File: config.mk
export PLATFORM = sky130hd
export DESIGN_NAME = pulse_reg_if
export DESIGN_NICKNAME = d
export VERILOG_FILES = /design/src/rtl/pcr_pkg.sv /design/src/rtl/pcr_sync.sv /design/src/rtl/pcr_timer.sv /design/src/rtl/pcr_regs.sv /design/src/rtl/pulse_reg_if.sv
export SDC_FILE = /design/constraint.sdc
export NUM_CORES = 1
export LEC_CHECK = 0
export ABC_AREA = 0
export BUFFER_PORTS_ARGS = -buffer_cell sky130_fd_sc_hd__buf_2
export CORE_MARGIN = 3
export CORE_UTILIZATION = 50
export DETAILED_ROUTE_END_ITERATION = 10
export GPL_ROUTABILITY_DRIVEN = 0
export PLACE_DENSITY = 0.77
export SYNTH_ARGS = -nofsm -noshare
export SYNTH_HDL_FRONTEND = slang
export SYNTH_SLANG_ARGS = --single-unit
File: constraint.sdc
create_clock -name clk_i -period 1.8 [get_ports clk_i]
set_input_delay 0 -clock clk_i [delete_from_list [all_inputs] [get_ports clk_i]]
set_output_delay 0 -clock clk_i [all_outputs]
set_load 0.02 [all_outputs]
File: src/rtl/pcr_pkg.sv
package pcr_pkg;
  typedef enum logic [1:0] {
    TGT_BOTH = 2'd0,
    TGT_A    = 2'd1,
    TGT_B    = 2'd2
  } tgt_e;
endpackage

File: src/rtl/pcr_sync.sv
module pcr_sync (
  input  logic clk_i,
  input  logic rst_ni,
  input  logic pin_i,
  output logic line_o,
  output logic rise_o
);
  logic [1:0] sync_q;
  logic       line_d_q;

  always_ff @(posedge clk_i or negedge rst_ni) begin
    if (!rst_ni) begin
      sync_q   <= '0;
      line_d_q <= 1'b0;
    end else begin
      sync_q   <= {sync_q[0], pin_i};
      line_d_q <= sync_q[1];
    end
  end

  assign line_o = sync_q[1];
  assign rise_o = sync_q[1] & ~line_d_q;
endmodule

File: src/rtl/pcr_timer.sv
module pcr_timer #(
  parameter int unsigned LATCH_CYC = 16,
  parameter int unsigned SHUT_CYC  = 64
) (
  input  logic clk_i,
  input  logic rst_ni,
  input  logic line_i,
  input  logic rise_i,
  output logic latch_o,
  output logic shut_o
);
  localparam int unsigned HW = $clog2(LATCH_CYC + 1);
  localparam int unsigned LW = $clog2(SHUT_CYC + 1);
  localparam logic [HW-1:0] HI_END = HW'(LATCH_CYC);
  localparam logic [LW-1:0] LO_END = LW'(SHUT_CYC);

  logic [HW-1:0] hi_q;
  logic [LW-1:0] lo_q;

  // latch fires on the cycle the high run reaches LATCH_CYC
  assign latch_o = line_i && !rise_i && (hi_q == HI_END - HW'(1));
  assign shut_o  = !line_i && (lo_q == LO_END - LW'(1));

  always_ff @(posedge clk_i or negedge rst_ni) begin
    if (!rst_ni) begin
      hi_q <= '0;
      lo_q <= '0;
    end else begin
      if (!line_i)                             hi_q <= '0;
      else if (rise_i)                         hi_q <= HW'(1);
      else if (hi_q != '0 && hi_q < HI_END)    hi_q <= hi_q + HW'(1);

      if (line_i)                              lo_q <= '0;
      else if (lo_q < LO_END)                  lo_q <= lo_q + LW'(1);
    end
  end

  AST_LATCH_ONE_SHOT: assert property (@(posedge clk_i) disable iff (!rst_ni)
    latch_o |=> !latch_o);
  AST_SHUT_ONE_SHOT: assert property (@(posedge clk_i) disable iff (!rst_ni)
    shut_o |=> !shut_o);
endmodule

File: src/rtl/pcr_regs.sv
module pcr_regs
  import pcr_pkg::*;
#(
  parameter int unsigned LVL_W = 5
) (
  input  logic             clk_i,
  input  logic             rst_ni,
  input  logic             rise_i,
  input  logic             latch_i,
  input  logic             shut_i,
  output logic [LVL_W-1:0] lvl_a_o,
  output logic [LVL_W-1:0] lvl_b_o,
  output logic             en_o
);
  localparam int unsigned   NREG     = 2;
  localparam int unsigned   DATA_N   = 2 ** LVL_W;
  localparam int unsigned   CNT_W    = $clog2(DATA_N + 4);
  localparam logic [CNT_W-1:0] CNT_MAX  = '1;
  localparam logic [CNT_W-1:0] DATA_MAX = CNT_W'(DATA_N);
  localparam logic [CNT_W-1:0] ADDR_LO  = CNT_W'(DATA_N + 1);
  localparam logic [CNT_W-1:0] ADDR_HI  = CNT_W'(DATA_N + 3);

  logic [CNT_W-1:0] cnt_q;
  tgt_e             addr_q;
  logic             en_q;
  logic [LVL_W-1:0] lvl_q [NREG];
  logic             is_data, is_addr;
  logic [LVL_W-1:0] code;

  assign is_data = (cnt_q != '0) && (cnt_q <= DATA_MAX);
  assign is_addr = (cnt_q >= ADDR_LO) && (cnt_q <= ADDR_HI);
  assign code    = LVL_W'(cnt_q - CNT_W'(1));

  always_ff @(posedge clk_i or negedge rst_ni) begin
    if (!rst_ni) begin
      cnt_q  <= '0;
      addr_q <= TGT_BOTH;
      en_q   <= 1'b0;
    end else if (shut_i) begin
      cnt_q  <= '0;
      addr_q <= TGT_BOTH;
      en_q   <= 1'b0;
    end else begin
      if (latch_i) begin
        cnt_q <= '0;
        if (is_addr) addr_q <= tgt_e'(2'(cnt_q - ADDR_LO));
      end else if (rise_i && cnt_q != CNT_MAX) begin
        cnt_q <= cnt_q + CNT_W'(1);
      end
      if (rise_i) en_q <= 1'b1;
    end
  end

  for (genvar g = 0; g < NREG; g++) begin : g_lvl
    logic wr;
    assign wr = latch_i && is_data &&
                (addr_q == TGT_BOTH || addr_q == tgt_e'(2'(g + 1)));
    always_ff @(posedge clk_i or negedge rst_ni) begin
      if (!rst_ni)     lvl_q[g] <= '0;
      else if (shut_i) lvl_q[g] <= '0;
      else if (wr)     lvl_q[g] <= code;
    end
  end

  assign lvl_a_o = lvl_q[0];
  assign lvl_b_o = lvl_q[1];
  assign en_o    = en_q;

  AST_SHUT_CLEARS: assert property (@(posedge clk_i) disable iff (!rst_ni)
    shut_i |=> (lvl_a_o == '0 && lvl_b_o == '0 && addr_q == TGT_BOTH && !en_o));
  AST_LVL_HOLD: assert property (@(posedge clk_i) disable iff (!rst_ni)
    (!latch_i && !shut_i) |=> ($stable(lvl_a_o) && $stable(lvl_b_o)));
  AST_ADDR_HOLD: assert property (@(posedge clk_i) disable iff (!rst_ni)
    (!latch_i && !shut_i) |=> $stable(addr_q));
  AST_ADDR_NO_LVL: assert property (@(posedge clk_i) disable iff (!rst_ni)
    (latch_i && is_addr) |=> ($stable(lvl_a_o) && $stable(lvl_b_o)));
  AST_BIG_DISCARD: assert property (@(posedge clk_i) disable iff (!rst_ni)
    (latch_i && cnt_q > ADDR_HI) |=> ($stable(lvl_a_o) && $stable(lvl_b_o) && $stable(addr_q)));
  AST_CNT_SAT: assert property (@(posedge clk_i) disable iff (!rst_ni)
    (cnt_q == CNT_MAX && !latch_i && !shut_i) |=> cnt_q == CNT_MAX);
  AST_EN_ON_RISE: assert property (@(posedge clk_i) disable iff (!rst_ni)
    rise_i |=> en_o);
endmodule

File: src/rtl/pulse_reg_if.sv
module pulse_reg_if #(
  parameter int unsigned LVL_W     = 5,
  parameter int unsigned LATCH_CYC = 16,
  parameter int unsigned SHUT_CYC  = 64
) (
  input  logic             clk_i,
  input  logic             rst_ni,
  input  logic             pin_i,
  output logic [LVL_W-1:0] lvl_a_o,
  output logic [LVL_W-1:0] lvl_b_o,
  output logic             en_o
);
  logic line, rise, latch, shut;

  pcr_sync i_sync (
    .clk_i (clk_i),
    .rst_ni(rst_ni),
    .pin_i (pin_i),
    .line_o(line),
    .rise_o(rise)
  );

  pcr_timer #(.LATCH_CYC(LATCH_CYC), .SHUT_CYC(SHUT_CYC)) i_timer (
    .clk_i  (clk_i),
    .rst_ni (rst_ni),
    .line_i (line),
    .rise_i (rise),
    .latch_o(latch),
    .shut_o (shut)
  );

  pcr_regs #(.LVL_W(LVL_W)) i_regs (
    .clk_i  (clk_i),
    .rst_ni (rst_ni),
    .rise_i (rise),
    .latch_i(latch),
    .shut_i (shut),
    .lvl_a_o(lvl_a_o),
    .lvl_b_o(lvl_b_o),
    .en_o   (en_o)
  );

  AST_RST_STATE: assert property (@(posedge clk_i)
    !rst_ni |=> (lvl_a_o == '0 && lvl_b_o == '0 && !en_o));
endmodule

* After elaboration in Yosys (flattened, before gate mapping)
Index checks and enable logic that the tools add are counted.
** Cells by class
- $add $sub $neg :: 5
- Bitwise operators :: 2
- Reductions and logical operators :: 25
- Muxes and demuxes :: 17
- Eq/ne operators :: 6
- $lt $le $gt $ge :: 5
** Operators by type and width (number)
- two-way mux 5 bit :: 7
- two-way mux 6 bit :: 3
- two-way mux 7 bit :: 2
- less-or-equal comparator 6 bit, second input constant :: 2
- nonzero test 2 bit :: 6
- logical AND 1 bit :: 10
- adder 7 x 1 -> 7 bit, second input constant :: 1
- == test 7 x 6 -> 1 bit, second input constant :: 1
- < comparator 7 bit, second input constant :: 1
- adder 6 x 1 -> 6 bit, second input constant :: 1
- greater-or-equal comparator 6 bit, second input constant :: 1
- two-way mux 2 bit :: 3
- != test 6 bit, second input constant :: 1
- nonzero test 6 bit :: 1
- adder 5 x 1 -> 5 bit, second input constant :: 1
- == test 5 x 4 -> 1 bit, second input constant :: 1
- < comparator 5 bit, second input constant :: 1
- nonzero test 5 bit :: 1
- subtractor 5 x 1 -> 5 bit, second input constant :: 1
- != test 3 x 1 -> 1 bit, second input constant :: 1
- nonzero test 3 bit :: 1
- == test 2 x 1 -> 1 bit, second input constant :: 1
- == test 2 bit, second input constant :: 1
- zero test 1 bit :: 2
- other kinds (7) :: 9
** Word-level totals
- Bits in registers :: 34

* Longest topological paths before layout
Gate-level depths: netlist of the first run.
- Word-level depth :: 9
- Depth in mapped cells :: 7

* Cells and area by module
From an unflattened synthesis of the first run, not the netlist that was laid out.
** Second synthesis, totals
- Cell total of the unflattened synthesis :: 168
- Area total of the unflattened synthesis :: 1798.0 µm²
** Modules (own cells, without submodules)
- pcr_regs :: area an instance 1066.0 µm², instances 1, sequential area each 475.5 µm², cells an instance 103
- pcr_timer :: area an instance 643.1 µm², instances 1, sequential area each 300.3 µm², cells an instance 61
- pcr_sync :: area an instance 88.8 µm², instances 1, sequential area each 75.1 µm², cells an instance 4

* Least setup slack after synthesis of the first run
OpenSTA, ideal clock, no wires.
- Path type :: flip-flop to flip-flop
- Start :: reg i_regs.cnt_q[0]
- End :: reg i_regs.lvl_q (netlist bit i_regs.lvl_a_o[0])
- Setup slack :: 0.129 ns
- Library setup time :: 0.079 ns
- Data required time :: 1.721 ns
- Buffers on the path :: 0
- Stages on the path, launching flop included :: 7
- Arrival :: 1.591 ns
- Cells stage by stage :: dfrtp_1 -> inv_1 -> ha_1 -> nor4b_4 -> mux2_4 -> nor2_4 -> mux2i_1
** Between the ends
- Word-level cells in the longest chain between the ends :: 5
- Elaborated cells between the ends (all ways) :: 9
- Classes of those cells :: add/sub: 1; order compare: 1; mux: 2; reduce/logical: 5
** RTL lines
- start: declaration :: line pcr_regs.sv:23 : logic [CNT_W-1:0] cnt_q;
- start signal: assignment :: line pcr_regs.sv:48 : cnt_q <= cnt_q + CNT_W'(1);
- less-or-equal comparator 6 bit or nonzero test 6 bit (tied branches) :: line pcr_regs.sv:30 : assign is_data = (cnt_q != '0) && (cnt_q <= DATA_MAX);
- logical AND 1 bit :: line pcr_regs.sv:30
- logical AND 1 bit (2 in series) :: line pcr_regs.sv:56 : assign wr = latch_i && is_data &&
- nonzero test 2 bit (no source line)
- end signal: indexed assignment :: line pcr_regs.sv:61 : else if (wr) lvl_q[g] <= code;
- end: declaration :: line pcr_regs.sv:26 : logic [LVL_W-1:0] lvl_q [NREG];
Several ways; a longest one is shown, not always the timed one. The select of a mux whose other input is x is not followed.
A chain may end at the register's enable or synchronous reset.

* Worst setup path after layout of the first run
- Start :: reg i_timer.hi_q[1]
- End :: reg i_regs.lvl_q (netlist bit i_regs.lvl_a_o[1])
** Between the ends
- Word-level cells in the longest chain between the ends :: 5
** RTL lines
- start: declaration :: line pcr_timer.sv:17 : logic [HW-1:0] hi_q;
- start signal: assignment :: line pcr_timer.sv:31 : else if (hi_q != '0 && hi_q < HI_END) hi_q <= hi_q + HW'(1);
- == test 5 x 4 -> 1 bit :: line pcr_timer.sv:21 : assign latch_o = line_i && !rise_i && (hi_q == HI_END - HW'(1));
- logical AND 1 bit :: line pcr_timer.sv:21
- logical AND 1 bit (2 in series) :: line pcr_regs.sv:56
- nonzero test 2 bit (no source line)
Every way passes these cells.

==> qor.txt, run 1 <==
Routed wire per std cell: 13.0 um
Pwr Density: 1100 mW/mm^2
Final ANT Viol Nets: 0
Later-pin clock latency in the skew report: 0.34 ns
Family with the most delay on the worst path: multiplexers
Final-report hold violation count: 0
Die height: 64.9 um
Arrival time worst endpoint: 2.09 ns
Crit start category: register
Crit share post-route: 102%
Area growth from synthesis to layout: 17.7%
Worst Path Max Fanout: 5
Clock skew: 0.00901 ns
Nets: 198
Total Routing Usage GR: 16.9%
Number of global-route vias before repair: 1,179
Die area: 0.00421 mm^2
Setup CP Type: register to register
Mean post-synth cell area: 10.8 um^2
Status: finished, violations left
Max-slew violation count: 0
Clock period minus worst slack: 1.83 ns
Post-DP HPWL: 2070 um
Vias per cell: 5.28
Max-cap violation count: 0
# diodes: 0
Seq/Total Area, Yosys: 49.1%
EDFF count, synth: 0
DR iter-0 viols: 91
Reg clk slew, reported paths: 0.11 ns
CP peak stage delay: 0.40 ns
First-pass GRT wire length: 5400 um
Width of the die: 64.9 um
Clock Tree Buf Depth: 2
Final WS setup: -0.0304 ns
CTS H-tree depth: 2
Worst-margin pin slew: 0.711 ns
Initial Util: 54.5%
Simple-gate share of the synthesized area: 20.4%
Post-Synth XOR/XNOR Area: 7.59%
CTS root buf: clkbuf_4
R2R Setup Slk: -0.03 ns
Worst vdd ir: 495 uV
Share of layout cells above drive strength 1: 21.9%
Pleak: 0.961 nW
# DRC: 0
Final wirelength: 3010 um
Via count: 1,220
DR pass1 iterations: 4
CP Cell Sequence: ha_2 -> and3_4 -> ha_4 -> nand4_1 -> mux2_4 -> nor2_4 -> mux2i_1
Fmax achieved: 0.546 GHz
Post-synthesis adder-cell area fraction: 6.50%
Total grt overflow: 0
R2r startpoint: i_timer.hi_q[1]
Fill cells: 264
Worst Path Required: 2.06 ns
CTS tree: built
Reg2Reg Depth: 7
Setup violators final: 5
Io pins: 14
Ys async rst share: 100%
CTS Buf Count: 5
Total Power: 2.25 mW
Yosys warnings: 0
Type of the tightest min-delay check: input pin to asynchronous set/reset pin
# clock sinks: 34
Final Core Density: 64.1%
Syn Nets: 172
CP max stage cell: dfrtp_1
Synthesized cell area: 0.00173 mm^2
Core Area: 0.00318 mm^2
Synth Area in Compound Gates: 3.97%
RSZ-0062 raised after global routing: yes
Worst path buffer plus inverter count: 0
Flops & latches, synth: 34
Largest family of logic cells by synthesized area: simple AND/OR/NAND/NOR gates
Row Count: 20
Slew HR: 52.6%
Gate Count Post-Synth: 160
Failing checks: negative setup slack
DP Worst Slack: 0.00146 ns
Critical path capture point type: register
Prevailing post-synth register cell: dfrtp_1
Initial antenna violation count: 0
Post-synth cell types: 34
Reg2reg end: i_regs.lvl_a_o[1]
# port buffers: 13
Multiplexer share of the synthesized area: 8.96%
Largest net degree at the start of global routing: 35
-- placed cells by master, fill, tap and decap left out, types with 2 or more instances in the layout --
cell type,Yosys,routed
nor3_1,3,3
bufinv_16,0,2
clkbuf_4,0,5
mux2i_1,14,14
dfrtp_1,34,34
nor3b_1,2,2
nor2b_1,2,2
o21ai_1,2,2
nand2b_1,2,2
ha_1,9,7
xor2_1,9,9
buf_4,2,9
nand3_1,3,3
inv_2,0,2
nand2_1,19,19
nand4_1,2,2
xnor2_1,6,6
inv_1,6,4
dlygate4sd3_1,0,2
a21oi_1,3,3
nor2_1,20,20
buf_2,2,13
o211ai_1,2,2
nor2_4,2,2
nand4b_1,2,2
-- logic make-up after synthesis --
logic type,Yosys count
AND/OR/NAND/NOR,65
flip-flops,34
XOR/XNOR,15
multiplexers,15
AO/OA/AOI/OAI,11
buffers and inverters,11
adder cells (fa/ha/maj),9
-- stage by stage --
stage	setup TNS, ns	hold WS, ns	cells	instance area [um^2]
final	-0.0791	0.255	231	2040
after global routing	-0.972	0.279	231	2040
after CTS	-0.00766	0.260	229	2000
after detailed placement	0	0.0935	219	1870
after global placement	0	0.0869	219	1870
after floorplan	0	-0.296	160	1730
-- how the worst max path moves through the flow --
stage                     from                 to  slack [ns]  cells past startpoint
2_1_floorplan  i_regs.cnt_q[0]  i_regs.lvl_a_o[0]        0.13                      6
3_3_place_gp   i_timer.lo_q[0]    i_regs.cnt_q[5]        0.08                      5
3_5_place_dp   i_timer.lo_q[0]    i_regs.cnt_q[2]       0.001                      5
4_1_cts        i_timer.hi_q[1]  i_regs.lvl_a_o[1]      -0.007                      7
5_1_grt        i_timer.hi_q[1]  i_regs.lvl_a_o[4]       -0.14                      7
6_report       i_timer.hi_q[1]  i_regs.lvl_a_o[1]       -0.03                      7
-- worst reg2reg max path: cells and delay by family, from the launching register on --
family                   cells  cell delay (ns)
adder cells (fa/ha/maj)      2             0.33
flip-flops                   1             0.40
multiplexers                 2             0.54
AND/OR/NAND/NOR              3             0.50
-- Yosys cell counts (2+ instances only) --
cell type | n | share of area [%]
nand2_1 | 19 | 4.1
o21ai_1 | 2 | 0.58
xnor2_1 | 6 | 3.0
nor3b_1 | 2 | 0.87
nor2_4 | 2 | 1.3
nor2_1 | 20 | 4.3
xor2_1 | 9 | 4.6
mux2i_1 | 14 | 8.1
nand4b_1 | 2 | 1.0
nand2b_1 | 2 | 0.72
and3_1 | 2 | 0.72
nand4_1 | 2 | 0.72
nor3_1 | 3 | 0.87
o211ai_1 | 2 | 0.87
dfrtp_1 | 34 | 49
buf_2 | 2 | 0.58
nand3_1 | 3 | 0.87
a21oi_1 | 3 | 0.87
buf_4 | 2 | 0.87
nor2b_1 | 2 | 0.72
inv_1 | 6 | 1.3
ha_1 | 9 | 6.5
-- sequential cells by signal (all words and copies together), names as in the netlist --
signal	count
i_timer.hi_q	5
i_regs.lvl_a_o	5
i_regs.lvl_b_o	5
i_timer.lo_q	7
i_regs.addr_q	2
i_sync.sync_q	2
i_regs.en_o	1
i_regs.cnt_q	6
i_sync.line_d_q	1
-- report_power, final --
part | internal (mW) | switching, mW
Clock | 0.434 | 0.270
Sequential | 0.836 | 0.0715
Combinational | 0.285 | 0.350
-- metal layers --
layer / part of all wire, % / routed length (um) / up-vias / track usage [%]
met3: 5.4 / 163 / 6 / 5.89
li1: - / - / 589 / -
met1: 45 / 1340 / 586 / 21.4
met4: 1.5 / 46 / 0 / 6.86
met5: 0 / 0 / - / 0
met2: 48 / 1460 / 39 / 26.2
-- final cells by class --
| type | instances | area [um^2] | area share [%] |
|---|---|---|---|
| flip-flops and latches | 34 | 851 | 41.7 |
| clock inverters | 3 | 68.8 | 3.38 |
| inverters | 6 | 22.5 | 1.10 |
| repair buffers | 24 | 153 | 7.49 |
| well taps | 44 | 55.1 | 2.70 |
| clock buffers | 5 | 37.5 | 1.84 |
| multi-input cells | 115 | 851 | 41.7 |
-- repair_timing --
item	in CTS	in global routing
cloned	0	0
hold endpoints to repair	35	0
hold buffers	2	0
setup endpoints to repair	6	10
pin swaps	0	2
resized for setup	1	6
buffers inserted	0	2
Note: power is estimated with default switching activity, not from simulation.
==> run 2, diff against run 1 <==
--- a/config.mk
+++ b/config.mk
@@ -9,9 +9,10 @@
 export BUFFER_PORTS_ARGS = -buffer_cell sky130_fd_sc_hd__buf_2
 export CORE_MARGIN = 3
 export CORE_UTILIZATION = 50
+export CTS_CLUSTER_SIZE = 40
 export DETAILED_ROUTE_END_ITERATION = 10
 export GPL_ROUTABILITY_DRIVEN = 0
-export PLACE_DENSITY = 0.77
+export PLACE_DENSITY_LB_ADDON = 0.15
 export SYNTH_ARGS = -nofsm -noshare
 export SYNTH_HDL_FRONTEND = slang
 export SYNTH_SLANG_ARGS = --single-unit
==> run 2 against run 1 <==
  * The flow still finishes with violations (negative setup slack)
  * Setup slack improved by 0.030 ns
  * Hold slack improved by 0.012 ns
  * Non-clock buffer count rose by 2
  * Combinational power up 3%
  * Clock skew barely moved
  * Clock power is 42% lower
  * Cell count did not move
  * Via count shrank 4.5%
  * Critical path depth unchanged
  * Fmax increased by 1.7%
  * Register-to-register slack better by 0.03 ns
  * Critical endpoint is now i_regs.lvl_b_o[1]
  * Largest cell class unchanged
==> qor.txt, run 2 (synthesized netlist as in run 1, its figures left out) <==
Worst-margin pin slew: 0.743 ns
Initial Util: 54.5%
Die area: 0.00421 mm^2
Share of layout cells above drive strength 1: 21.9%
Max-slew violation count: 0
# DRC: 0
Io pins: 14
Max reg flops: 7
Final WS setup: -0.000326 ns
Routed wire per std cell: 13.5 um
Final wirelength: 3130 um
Later-pin clock latency in the skew report: 0.33 ns
CTS tree: built
Most frequent cells in the layout: 34 x dfrtp_1, 20 x nor2_1, 19 x nand2_1
Via count: 1,165
Setup CP Type: register to register
CTS root buf: clkbuf_4
Slew HR: 50.5%
R2r startpoint: i_timer.hi_q[1]
Arrival time worst endpoint: 2.06 ns
CP peak stage delay: 0.39 ns
Final-report hold violation count: 0
Failing checks: negative setup slack
CP max stage cell: dfrtp_1
# clock sinks: 34
Pleak: 0.929 nW
Nets: 200
DR iter-0 viols: 56
Biggest regs: i_timer.lo_q x7, i_regs.cnt_q x6
Reg2reg end: i_regs.lvl_b_o[1]
Core Area: 0.00318 mm^2
Initial antenna violation count: 0
Largest net degree at the start of global routing: 35
Setup violators final: 1
Critical path capture point type: register
Crit share post-route: 100%
Vias per cell: 5.04
R2R Setup Slk: -0.0003 ns
First-pass GRT wire length: 5900 um
Pwr Density: 988 mW/mm^2
RSZ-0062 raised after global routing: yes
Total grt overflow: 0
Total Routing Usage GR: 18.2%
Commonest non-fill, non-tap cell in the layout: dfrtp_1
Row Count: 20
DR pass1 iterations: 4
Clock Tree Buf Depth: 2
Reg2Reg Depth: 7
Reg clk slew, reported paths: 0.10 ns
Type of the tightest min-delay check: input pin to asynchronous set/reset pin
# port buffers: 13
Worst Path Max Fanout: 5
Max-cap violation count: 0
Post-route setup TNS: -0.000326 ns
# diodes: 0
CP Cell Sequence: ha_2 -> and3_4 -> ha_4 -> nand4b_1 -> mux2_4 -> nor2_4 -> mux2i_1
Total Power: 1.97 mW
Clock period minus worst slack: 1.80 ns
CTS Buf Count: 5
Crit start category: register
CTS H-tree depth: 2
Worst Path Required: 2.05 ns
Worst vdd ir: 858 uV
Fmax achieved: 0.555 GHz
Status: finished, violations left
Die height: 64.9 um
Clock skew: 0.00907 ns
Biggest register: i_timer.lo_q
Area growth from synthesis to layout: 14.9%
Width of the die: 64.9 um
Number of global-route vias before repair: 1,266
Final ANT Viol Nets: 0
Post-DP HPWL: 2170 um
-- run 2: cell count changes in the layout (fill, tap and decap cells not counted) --
cell / previous run / this run
nand4b_4: 1 / 0
buf_4: 9 / 11
nand4b_2: 0 / 1
clkbuf_8: 0 / 1
bufinv_16: 2 / 0
clkinv_4: 1 / 0
-- run 2: how the worst max path moves through the flow --
stage	startpoint	endpoint	slack, ns
5_1_grt	i_timer.hi_q[1]	i_regs.lvl_b_o[1]	-0.09
6_report	i_timer.hi_q[1]	i_regs.lvl_b_o[1]	-0.0003
2_1_floorplan	i_regs.cnt_q[0]	i_regs.lvl_a_o[0]	0.13
4_1_cts	i_timer.hi_q[1]	i_regs.lvl_b_o[1]	-0.04
3_3_place_gp	i_timer.hi_q[1]	i_regs.lvl_b_o[2]	0.04
3_5_place_dp	i_timer.hi_q[1]	i_regs.lvl_b_o[1]	-0.004
-- run 2: critical path: cells and delay by family, from the launching register on --
| family | cells | cell delay, ns |
|---|---|---|
| muxes | 2 | 0.54 |
| and+or+nand+nor | 3 | 0.46 |
| DFF | 1 | 0.39 |
| adders and majority gates | 2 | 0.32 |
-- run 2: layout make-up --
cell class                 count  area (um^2)
timing repair buffer          26          168
multi-input combinational    115          842
fill                         285         1190
clock buffer                   6         51.3
inverter                       6         22.5
tap                           44         55.1
sequential                    34          851
-- run 2: what timing repair did --
| action | in CTS | in global routing |
|---|---|---|
| gates cloned | 0 | 0 |
| buffers inserted | 2 | 0 |
| pin swaps | 2 | 3 |
| setup endpoints to repair | 10 | 13 |
| hold buffers | 2 | 0 |
| gates resized for setup | 6 | 0 |
| endpoints found under the hold margin | 35 | 0 |
-- run 2: layer usage --
metal	GRT usage, %	vias up	wire, um
li1	-	588	-
met1	21.8	555	1430
met2	31.5	15	1540
met3	5.20	7	113
met4	5.54	0	45
met5	0	-	0
-- run 2: through the flow --
| step | cells | util (%) | setup slack [ns] | instance area, um^2 | hold WS, ns |
|---|---|---|---|---|---|
| 6_report | 231 | 62.6 | -0.000326 | 1990 | 0.267 |
| 3_3_place_gp | 221 | 59.3 | 0.0436 | 1880 | 0.0965 |
| 3_5_place_dp | 221 | 59.3 | -0.00435 | 1880 | 0.109 |
| 5_1_grt | 231 | 62.6 | -0.0943 | 1990 | 0.315 |
| 2_1_floorplan | 160 | - | 0.129 | 1730 | -0.296 |
| 4_1_cts | 231 | 62.6 | -0.0357 | 1990 | 0.284 |
-- run 2: power by group --
| part | switching [mW] | internal, mW |
|---|---|---|
| logic | 0.372 | 0.282 |
| clock network | 0.231 | 0.176 |
| registers | 0.0690 | 0.836 |
| total | 0.672 | 1.29 |
==> run 3, diff against run 2 <==
--- a/config.mk
+++ b/config.mk
@@ -7,11 +7,12 @@
 export LEC_CHECK = 0
 export ABC_AREA = 0
 export BUFFER_PORTS_ARGS = -buffer_cell sky130_fd_sc_hd__buf_2
-export CORE_MARGIN = 3
+export CAP_MARGIN = 20
 export CORE_UTILIZATION = 50
 export CTS_CLUSTER_SIZE = 40
 export DETAILED_ROUTE_END_ITERATION = 10
 export GPL_ROUTABILITY_DRIVEN = 0
+export HOLD_SLACK_MARGIN = 0.1
 export PLACE_DENSITY_LB_ADDON = 0.15
 export SYNTH_ARGS = -nofsm -noshare
 export SYNTH_HDL_FRONTEND = slang
==> run 3 against run 2 <==
  * Register-to-register slack improved by 0.02 ns
  * Utilization fell by 2.5 points
  * Die area is 12% lower
  * Clock power is 5.9% higher
  * Count of clock-buffer cells in the layout grew 1
  * Cell area is 0.82% higher
  * Clock skew about the same
  * Largest cell class unchanged
  * Critical path type unchanged
  * The run now ends clean
==> qor.txt, run 3 (synthesized netlist as in run 1, its figures left out) <==
Clock skew: 0.00898 ns
Setup violators final: 0
Die area: 0.00370 mm^2
Register area: 851 um^2
R2r startpoint: i_timer.hi_q[0]
Clock period minus worst slack: 1.78 ns
Critical path capture point type: register
Total grt overflow: 0
Initial Util: 51.9%
Final WS setup: 0.0218 ns
Area growth from synthesis to layout: 15.8%
Crit share post-route: 98.8%
Reg2reg end: i_regs.lvl_b_o[2]
CTS H-tree depth: 2
# clock sinks: 34
DR iter-0 viols: 50
Final Core Density: 60.1%
Crit start category: register
Initial antenna violation count: 0
# diodes: 0
Via count: 1,175
Max reg flops: 7
Number of global-route vias before repair: 1,159
Slew HR: 50.9%
Fin cells: 235
Commonest non-fill, non-tap cell in the layout: dfrtp_1
Final ANT Viol Nets: 0
Most frequent cells in the layout: 34 x dfrtp_1, 20 x nor2_1, 19 x nand2_1
Worst Setup SP: i_timer.hi_q[0]
Setup CP Type: register to register
Worst Path Max Fanout: 5
Status: complete, no violations
Nets: 200
Pleak: 0.940 nW
Arrival time worst endpoint: 2.04 ns
Worst hold slack: 0.264 ns
Total Power: 1.98 mW
Final-report hold violation count: 0
DP Worst Slack: -0.00355 ns
# DRC: 0
Width of the die: 60.9 um
Biggest regs: i_timer.lo_q x7, i_regs.cnt_q x6
Worst vdd ir: 643 uV
Final wirelength: 3070 um
Post-DP HPWL: 2140 um
Fmax achieved: 0.562 GHz
RSZ-0062 raised after global routing: yes
# port buffers: 13
Biggest register: i_timer.lo_q
R2R Setup Slk: 0.02 ns
Row Count: 21
Type of the tightest min-delay check: input pin to asynchronous set/reset pin
Max-cap violation count: 0
Routed wire per std cell: 13.1 um
Worst-margin pin slew: 0.736 ns
Total Routing Usage GR: 19.8%
Io pins: 14
Clock Tree Buf Depth: 2
Die height: 60.9 um
Later-pin clock latency in the skew report: 0.33 ns
Reg2Reg Depth: 7
Largest net degree at the start of global routing: 35
DR pass1 iterations: 4
Reg clk slew, reported paths: 0.10 ns
Core Area: 0.00334 mm^2
Fill cells: 320
Footprint of the multi-input gates: 847 um^2
Share of layout cells above drive strength 1: 22.2%
Pwr Density: 987 mW/mm^2
First-pass GRT wire length: 5180 um
Vias per cell: 5.00
Max-slew violation count: 0
CTS Buf Count: 5
Worst Path Required: 2.06 ns
CTS root buf: clkbuf_4
CTS tree: built
Placed Cells: 222
[run 3: timing repair]
item | CTS | global route
pin swaps | 2 | 2
endpoints found under the hold margin | 35 | 0
hold buffers | 2 | 0
buffers inserted | 2 | 1
endpoints found under the setup margin | 10 | 12
resized for setup | 5 | 1
[run 3: cell type report]
type | count | share of cell area [%]
tap | 46 | 2.87
clock inverter | 1 | 0.250
timing repair buffer | 26 | 8.36
inverter | 6 | 1.12
clock buffer | 7 | 2.74
sequential | 34 | 42.4
multi-input combinational | 115 | 42.2
[run 3: power breakdown]
| group | total [mW] | leakage, nW | switching [mW] | internal (mW) |
|---|---|---|---|---|
| Clock | 0.431 | 0.0353 | 0.241 | 0.189 |
| Sequential | 0.901 | 0.449 | 0.0655 | 0.835 |
| Combinational | 0.649 | 0.455 | 0.363 | 0.286 |
[run 3: worst max-delay path by stage]
stage / to / slack [ns]
after floorplan: i_regs.lvl_a_o[0] / 0.13
after global placement: i_regs.lvl_a_o[2] / 0.06
after detailed placement: i_regs.lvl_b_o[1] / -0.004
after CTS: i_regs.lvl_b_o[1] / 0.005
after global routing: i_regs.lvl_b_o[3] / -0.08
final: i_regs.lvl_b_o[2] / 0.02
[run 3: worst max-delay path: stages, from the launching register on]
cell      delay (ns)
dfrtp_1         0.38
ha_2            0.19
and3_4          0.20
ha_4            0.13
nand4b_1        0.09
mux2_4          0.31
nor2_4          0.20
mux2i_1         0.21
[run 3: metrics by stage]
step | setup TNS [ns] | cell area (um^2)
after floorplan | 0 | 1730
after global placement | 0 | 1880
after detailed placement | -0.00355 | 1880
after CTS | 0 | 1990
after global routing | -0.487 | 2010
final | 0 | 2010
[run 3: layer usage]
layer  wire (um)  global-route usage, %  vias up
met5           0                      0        -
met3         105                   5.76        6
li1            -                      -      593
met2        1510                   32.5       17
met4          44                   6.82        0
met1        1410                   25.1      559
